`src/rtl/dbrk_pkg.sv`:
```
package dbrk_pkg;
  typedef enum logic {
    DIR_OUT = 1'b0,
    DIR_IN  = 1'b1
  } dir_e;
endpackage

```
`src/rtl/dbrk_addr_reg.sv`:
```
module dbrk_addr_reg #(
  parameter int AW = 12
) (
  input  logic          clk_i,
  input  logic          rst_ni,
  input  logic          load_i,
  input  logic [AW-1:0] load_val_i,
  input  logic          adv_i,
  output logic [AW-1:0] addr_o
);
  localparam logic [AW-1:0] ONE = {{(AW-1){1'b0}}, 1'b1};

  always_ff @(posedge clk_i or negedge rst_ni) begin
    if (!rst_ni)      addr_o <= '0;
    else if (load_i)  addr_o <= load_val_i;
    else if (adv_i)   addr_o <= addr_o + ONE;
  end
endmodule

```
`src/rtl/dbrk_req_ctrl.sv`:
```
module dbrk_req_ctrl (
  input  logic clk_i,
  input  logic rst_ni,
  input  logic set_i,
  input  logic ack_i,
  input  logic hold_i,
  output logic req_o
);
  always_ff @(posedge clk_i or negedge rst_ni) begin
    if (!rst_ni)    req_o <= 1'b0;
    else if (set_i) req_o <= 1'b1;   // new request beats a clear
    else if (ack_i && !hold_i) req_o <= 1'b0;
  end
endmodule

```
`src/rtl/dbrk_xfer_buf.sv`:
```
module dbrk_xfer_buf
  import dbrk_pkg::*;
#(
  parameter int DW = 12
) (
  input  logic          clk_i,
  input  logic          rst_ni,
  input  dir_e          dir_i,
  input  logic          lock_i,
  input  logic          dev_we_i,
  input  logic [DW-1:0] dev_data_i,
  input  logic          brk_act_i,
  input  logic          ts_early_i,
  input  logic          ts_late_i,
  input  logic [DW-1:0] host_mb_i,
  output logic [DW-1:0] data_o,
  output logic          strobe_o
);
  logic brk_en_q;
  logic arm, cap, dev_ld;

  assign arm    = ts_late_i && brk_act_i;
  assign cap    = ts_early_i && brk_en_q && (dir_i == DIR_OUT);
  assign dev_ld = dev_we_i && !lock_i && (dir_i == DIR_IN);

  // one-shot enable; arming wins over consumption
  always_ff @(posedge clk_i or negedge rst_ni) begin
    if (!rst_ni)         brk_en_q <= 1'b0;
    else if (arm)        brk_en_q <= 1'b1;
    else if (ts_early_i) brk_en_q <= 1'b0;
  end

  always_ff @(posedge clk_i or negedge rst_ni) begin
    if (!rst_ni) begin
      data_o   <= '0;
      strobe_o <= 1'b0;
    end else begin
      strobe_o <= cap;
      if (cap)         data_o <= host_mb_i;
      else if (dev_ld) data_o <= dev_data_i;
    end
  end
endmodule

```
`src/rtl/dbrk_if.sv`:
```
module dbrk_if
  import dbrk_pkg::*;
#(
  parameter int       AW         = 12,
  parameter int       DW         = 12,
  parameter bit       SINGLE_CYC = 1'b1
) (
  input  logic          clk_i,
  input  logic          rst_ni,
  input  logic          cfg_we_i,
  input  logic [AW-1:0] cfg_addr_i,
  input  logic          cfg_dir_i,
  input  logic          dev_we_i,
  input  logic [DW-1:0] dev_data_i,
  input  logic          req_set_i,
  input  logic          burst_i,
  input  logic          addr_ack_i,
  input  logic          brk_act_i,
  input  logic          ts_early_i,
  input  logic          ts_late_i,
  input  logic [DW-1:0] host_mb_i,
  output logic [AW-1:0] addr_o,
  output logic [DW-1:0] data_o,
  output logic          dir_o,
  output logic          cycle_sel_o,
  output logic          brk_req_o,
  output logic          strobe_o
);
  dir_e dir_q;
  logic cfg_ld;

  // programmed setup is frozen while a request is outstanding
  assign cfg_ld = cfg_we_i && !brk_req_o;

  always_ff @(posedge clk_i or negedge rst_ni) begin
    if (!rst_ni)     dir_q <= DIR_OUT;
    else if (cfg_ld) dir_q <= dir_e'(cfg_dir_i);
  end

  assign dir_o       = dir_q;
  assign cycle_sel_o = SINGLE_CYC;

  dbrk_addr_reg #(.AW(AW)) u_addr (
    .clk_i      (clk_i),
    .rst_ni     (rst_ni),
    .load_i     (cfg_ld),
    .load_val_i (cfg_addr_i),
    .adv_i      (addr_ack_i),
    .addr_o     (addr_o)
  );

  dbrk_req_ctrl u_req (
    .clk_i  (clk_i),
    .rst_ni (rst_ni),
    .set_i  (req_set_i),
    .ack_i  (addr_ack_i),
    .hold_i (burst_i),
    .req_o  (brk_req_o)
  );

  dbrk_xfer_buf #(.DW(DW)) u_buf (
    .clk_i      (clk_i),
    .rst_ni     (rst_ni),
    .dir_i      (dir_q),
    .lock_i     (brk_req_o),
    .dev_we_i   (dev_we_i),
    .dev_data_i (dev_data_i),
    .brk_act_i  (brk_act_i),
    .ts_early_i (ts_early_i),
    .ts_late_i  (ts_late_i),
    .host_mb_i  (host_mb_i),
    .data_o     (data_o),
    .strobe_o   (strobe_o)
  );
endmodule

```
`config.mk`:
```
export PLATFORM = sky130hd
export DESIGN_NAME = dbrk_if
export DESIGN_NICKNAME = d
export VERILOG_FILES = /design/src/rtl/dbrk_pkg.sv /design/src/rtl/dbrk_addr_reg.sv /design/src/rtl/dbrk_req_ctrl.sv /design/src/rtl/dbrk_xfer_buf.sv /design/src/rtl/dbrk_if.sv
export SDC_FILE = /design/constraint.sdc
export NUM_CORES = 1
export LEC_CHECK = 0
export BUFFER_PORTS_ARGS = -buffer_cell sky130_fd_sc_hd__buf_2
export CAP_MARGIN = 10
export CELL_PAD_IN_SITES_DETAIL_PLACEMENT = 0
export CELL_PAD_IN_SITES_GLOBAL_PLACEMENT = 1
export CORE_ASPECT_RATIO = 0.6
export CORE_MARGIN = 2
export CORE_UTILIZATION = 25
export DETAILED_ROUTE_END_ITERATION = 6
export PLACE_DENSITY = 0.69
export SYNTH_ARGS = -nofsm -noshare
export SYNTH_HDL_FRONTEND = slang
export SYNTH_HIERARCHICAL = 1
export SYNTH_SLANG_ARGS = --single-unit
```
`constraint.sdc`:
```
create_clock -name clk_i -period 2.2 [get_ports clk_i]
set_clock_uncertainty 0.1 [all_clocks]
set_input_delay 0.55 -clock clk_i [delete_from_list [all_inputs] [get_ports clk_i]]
set_output_delay 0.55 -clock clk_i [all_outputs]
set_load 0.05 [all_outputs]
```
== Yosys cells after proc, flatten, opt, wreduce, memory -nomap -nowiden ==
Index checks and enable logic that the tools add are counted.

* Bitwise gates (word level): 1
* Reductions and logical operators: 13
* $add $sub $neg: 1
* Multiplexer cells: 8

{| class="wikitable"
|+ Operators by type and width
! operator !! number
|-
| $mux W12 || 4
|-
| $add A12 B1 Y12 const B || 1
|-
| $reduce_bool A2 Y1 || 4
|-
| $logic_and A1 B1 Y1 || 7
|-
| $mux W1 || 4
|-
| $logic_not A1 Y1 || 2
|-
| $not A1 Y1 || 1
|}

* Word-level logic and storage cells: 29
* Bits in registers: 28
* Output and inout bits: 28

== Depth between registers and ports, before layout ==
* Word-level depth: 5
* Depth in mapped cells: 6
* Depth with buffers taken out: 4

== Cells and area by module ==
Netlist, hierarchy kept.

{| class="wikitable"
|+ Modules (own cells, without submodules)
! module !! area each (µm²) !! sequential area each (µm²) !! times used !! cells each
|-
| dbrk_xfer_buf || 798.3 || 350.3 || 1 || 75
|-
| dbrk_addr_reg || 671.9 || 300.3 || 1 || 72
|-
| dbrk_if || 65.1 || 25.0 || 1 || 5
|-
| dbrk_req_ctrl || 38.8 || 25.0 || 1 || 3
|}

== Least setup slack after synthesis ==
Ideal clock, no wire load.

* Path type: flip-flop to flip-flop
* Start: reg u_addr.addr_o[0]
* End: reg u_addr.addr_o[8]
* Library setup time: 0.126 ns
* Data required time: 1.974 ns
* Clock period less this slack: 1.917 ns
* Buffers on the path: 0
* Cell stages (with the launch flop): 5
* Data arrival time: 1.691 ns
* Path slack: 0.283 ns
* Cells stage by stage: dfrtp_1 -> ha_1 -> nand2_1 -> o311a_2 -> a221o_1

* Cells in the longest elaborated chain, start to end: 3

{| class="wikitable"
|+ RTL lines
! what !! RTL line !! source
|-
| start: declaration || dbrk_addr_reg.sv:9 || <nowiki>output logic [AW-1:0] addr_o</nowiki>
|-
| start signal: assignment || dbrk_addr_reg.sv:15 || <nowiki>else if (load_i) addr_o <= load_val_i;</nowiki>
|-
| start signal: assignment || dbrk_addr_reg.sv:16 || <nowiki>else if (adv_i) addr_o <= addr_o + ONE;</nowiki>
|-
| $add A12 B1 Y12 || dbrk_addr_reg.sv:16 ||
|-
| $mux W12 || dbrk_addr_reg.sv:16 ||
|-
| $mux W12 || dbrk_addr_reg.sv:15 ||
|}

Every way passes these cells. The select of a mux whose other input is x is not followed.
A chain may end at the register's enable or synchronous reset.

== Final worst setup path ==
* Start: reg u_addr.addr_o[3]
* End: out addr_o[3]

{| class="wikitable"
|+ RTL lines
! what !! RTL line !! source
|-
| end: declaration || dbrk_if.sv:22 || <nowiki>output logic [AW-1:0] addr_o,</nowiki>
|}

No word-level cell between the ends.

==> metrics.cfg <==
[status]
status=finished clean

[sta]
setup_viol=0
fin_tns_setup_ns=0
slew_headroom=0.5472
rsz0062_at_grt=no
holdWs_ns=0.2047
timing.final.crit_share=0.7927
hold_violations=0
max_freq_ghz=0.5734
tightest_slew_ns=0.6792
min_period_ns=1.744
timing.final.max_slew_violations=0

[setup_path]
r2r_setup_slack_ns=0.49
endpoint=addr_o[3]
timing.rr.start=u_addr/addr_o[0]
ff2ff_path_depth=4
critical_path_class=reg -> out
cpMaxStageDelayCell=dfrtp_1
cp-start-kind=flip-flop
path_buf_inv=1
rr_endpoint=u_addr/addr_o[8]
end_kind=output pin
path_delay_family=flip-flops
worstPathRequired_ns=1.55
max_stage_delay_ns=0.50
cp_cell_sequence=buf_2
crit_fanout=6
arrival_ns=1.09
crit_cells=1
crit_start=u_addr/addr_o[3]

[synthesis]
synth_area_sq_um=1574
synthArstFlopShare=1.000
synthTopCellsByArea=dfrtp_1, mux2i_1, and3_1, a211oi_1, a21oi_1
syn_area_per_cell_sq_um=10.15
yosysSeqAreaShare=0.4452
synth.distinct_cells=36
ys_ff_latch=28
synthFlopType=dfrtp_1
synth_nets=203
ys.warnings.count=6
synth_top_area_share=0.4452
synth-edff-count=0
yosysTopAreaCell=dfrtp_1
syn_inst=155

[global_route]
grt_pass1_wl_mm=6.492
grt_overflow=0
antenna_found_initial=0
grt.total_usage=0.1183
grt_max_degree=29
grt_pass1_vias=1240

[routing]
drt-pass1-iter-count=5
routed_wl_mm=4.151
ant_nets=0
vias=1437
drc=0
post_drt_wl_per_cell_um=13.57
first_iter_violations=76
via_per_inst=4.696

[finish]
fillers=672
nets=272
multi_input_area_sq_um=788.3
seqCellArea_sq_um=700.7
synthToLayoutAreaGrowth_pct=29.25
antenna-diode-count=0
layout-drive-gt1-share=0.4009

[floorplan]
fp.dieArea_sq_um=6967
initial_utilization=0.2576
dieWidth_um=106.4
core-area_sq_um=6111
placementRows=22
ioPinCount=75
die_h_um=65.46

[power_and_ir_drop]
power_uw=2635
vdd_drop_max_mv=0.6415
power_per_cell_area_nw_per_um2=1295
leakage_uw=0.0009959

[place]
portBuffers=73
dp_hpwl_mm=3.165
gp_congestion=0.7092

[clock_tree]
clkTransAtPathRegs_ns=0.10
post_cts_buffers=0
holdBufCountCts=0
cts_resized=0
cts.sinks=28
htree_levels=1
clk-insertion-delay-late_ns=0.27
clock-root-buffer=clkbuf_8
cts_tree=done
cts_made_buffers=3
cts_buffer_depth=2

[hold_path]
hold_path.class=in -> async

[flow_run]
maxCapViolCount=0

## registers in the layout, summed over array words and instances (netlist names)
name,count
dir_o,1
u_addr/addr_o,12
u_buf/strobe_o,1
u_buf/brk_en_q,1
u_buf/data_o,12
u_req/req_o,1
## cell type report
| cell class | instances | area share |
|---|---|---|
| repair buffers | 76 | 0.1907 |
| inverters | 3 | 0.005535 |
| well taps | 84 | 0.05166 |
| multi-input cells | 112 | 0.3875 |
| flip-flops and latches | 28 | 0.3444 |
| clock buffers | 3 | 0.02030 |
## how the worst min path moves through the flow
stage                      startpoint                end  cells after the start
floorplan                      rst_ni              dir_o                      0
CTS                            rst_ni   u_addr/addr_o[7]                      1
finish                         rst_ni   u_addr/addr_o[7]                      1
detailed placement  u_addr/addr_o[11]  u_addr/addr_o[11]                      2
global placement      u_buf/data_o[9]    u_buf/data_o[9]                      2
global route                   rst_ni   u_addr/addr_o[5]                      1
## power breakdown
group	switching [uW]	total (uW)	leakage (uW)	internal, uW
combinational	1030	1410	0.000653	377
clock	158	281	0.0000216	123
sequential	234	946	0.000321	712
total	1420	2630	0.000996	1210
## through the flow
step | cell area, sq um | util | instances | worst slack [ns]
6_report | 2034 | 0.3329 | 306 | 0.4561
5_1_grt | 2034 | 0.3329 | 306 | 0.3982
4_1_cts | 2034 | 0.3329 | 306 | 0.4405
3_5_place_dp | 1993 | 0.3262 | 303 | 0.3757
3_3_place_gp | 1993 | 0.3262 | 303 | 0.4123
2_1_floorplan | 1574 | - | 155 | 0.2832
## cells in the mapped netlist, drive strengths merged, types with 2 or more instances
master,count
o21ai,6
o31ai,4
and3,12
buf,9
nand2b,2
a21oi,12
or4,6
inv,3
o211ai,2
nor2,6
nand2,11
dfrtp,28
clkbuf,3
xor2,3
mux2i,13
a211oi,12
nand3,5
a31oi,4
nand4,5
## layout by cell type, fill, tap and decap left out, types with 2 or more instances in the layout
cell	n
buf_2	73
dfrtp_1	28
mux2i_1	13
a21oi_1	12
and3_1	11
nand2_1	10
a211oi_1	9
or4_1	6
nor2_1	6
o21ai_0	5
nand3_1	5
nand4_1	4
o31ai_1	4
a31oi_1	4
clkbuf_8	3
buf_4	3
inv_1	3
xor2_1	3
a211oi_2	3
o211ai_1	2
## cell families (layout without fill, tap and decap cells)
logic type / count (synthesis) / after routing / share of synthesized area
AOI/OAI and AO/OA: 43 / 43 / 0.1868
xor gates and xnor gates: 4 / 4 / 0.02226
adders and majority gates: 1 / 1 / 0.007948
buffers and inverters: 15 / 82 / 0.05405
DFF: 28 / 28 / 0.4451
muxes: 14 / 14 / 0.09220
other: 1 / 1 / 0.002382
and+or+nand+nor: 49 / 49 / 0.1892
## routing by layer
| metal | wire [um] | global-route usage | share of wire | vias to the layer above |
|---|---|---|---|---|
| met2 | 1505 | 0.1402 | 0.36 | 51 |
| li1 | - | - | - | 713 |
| met4 | 15 | 0.01461 | 0.0036 | 0 |
| met1 | 2263 | 0.2000 | 0.55 | 671 |
| met3 | 366 | 0.03671 | 0.088 | 2 |
| met5 | 0 | 0 | 0 | - |
Note: power is estimated with default switching activity, not from simulation.
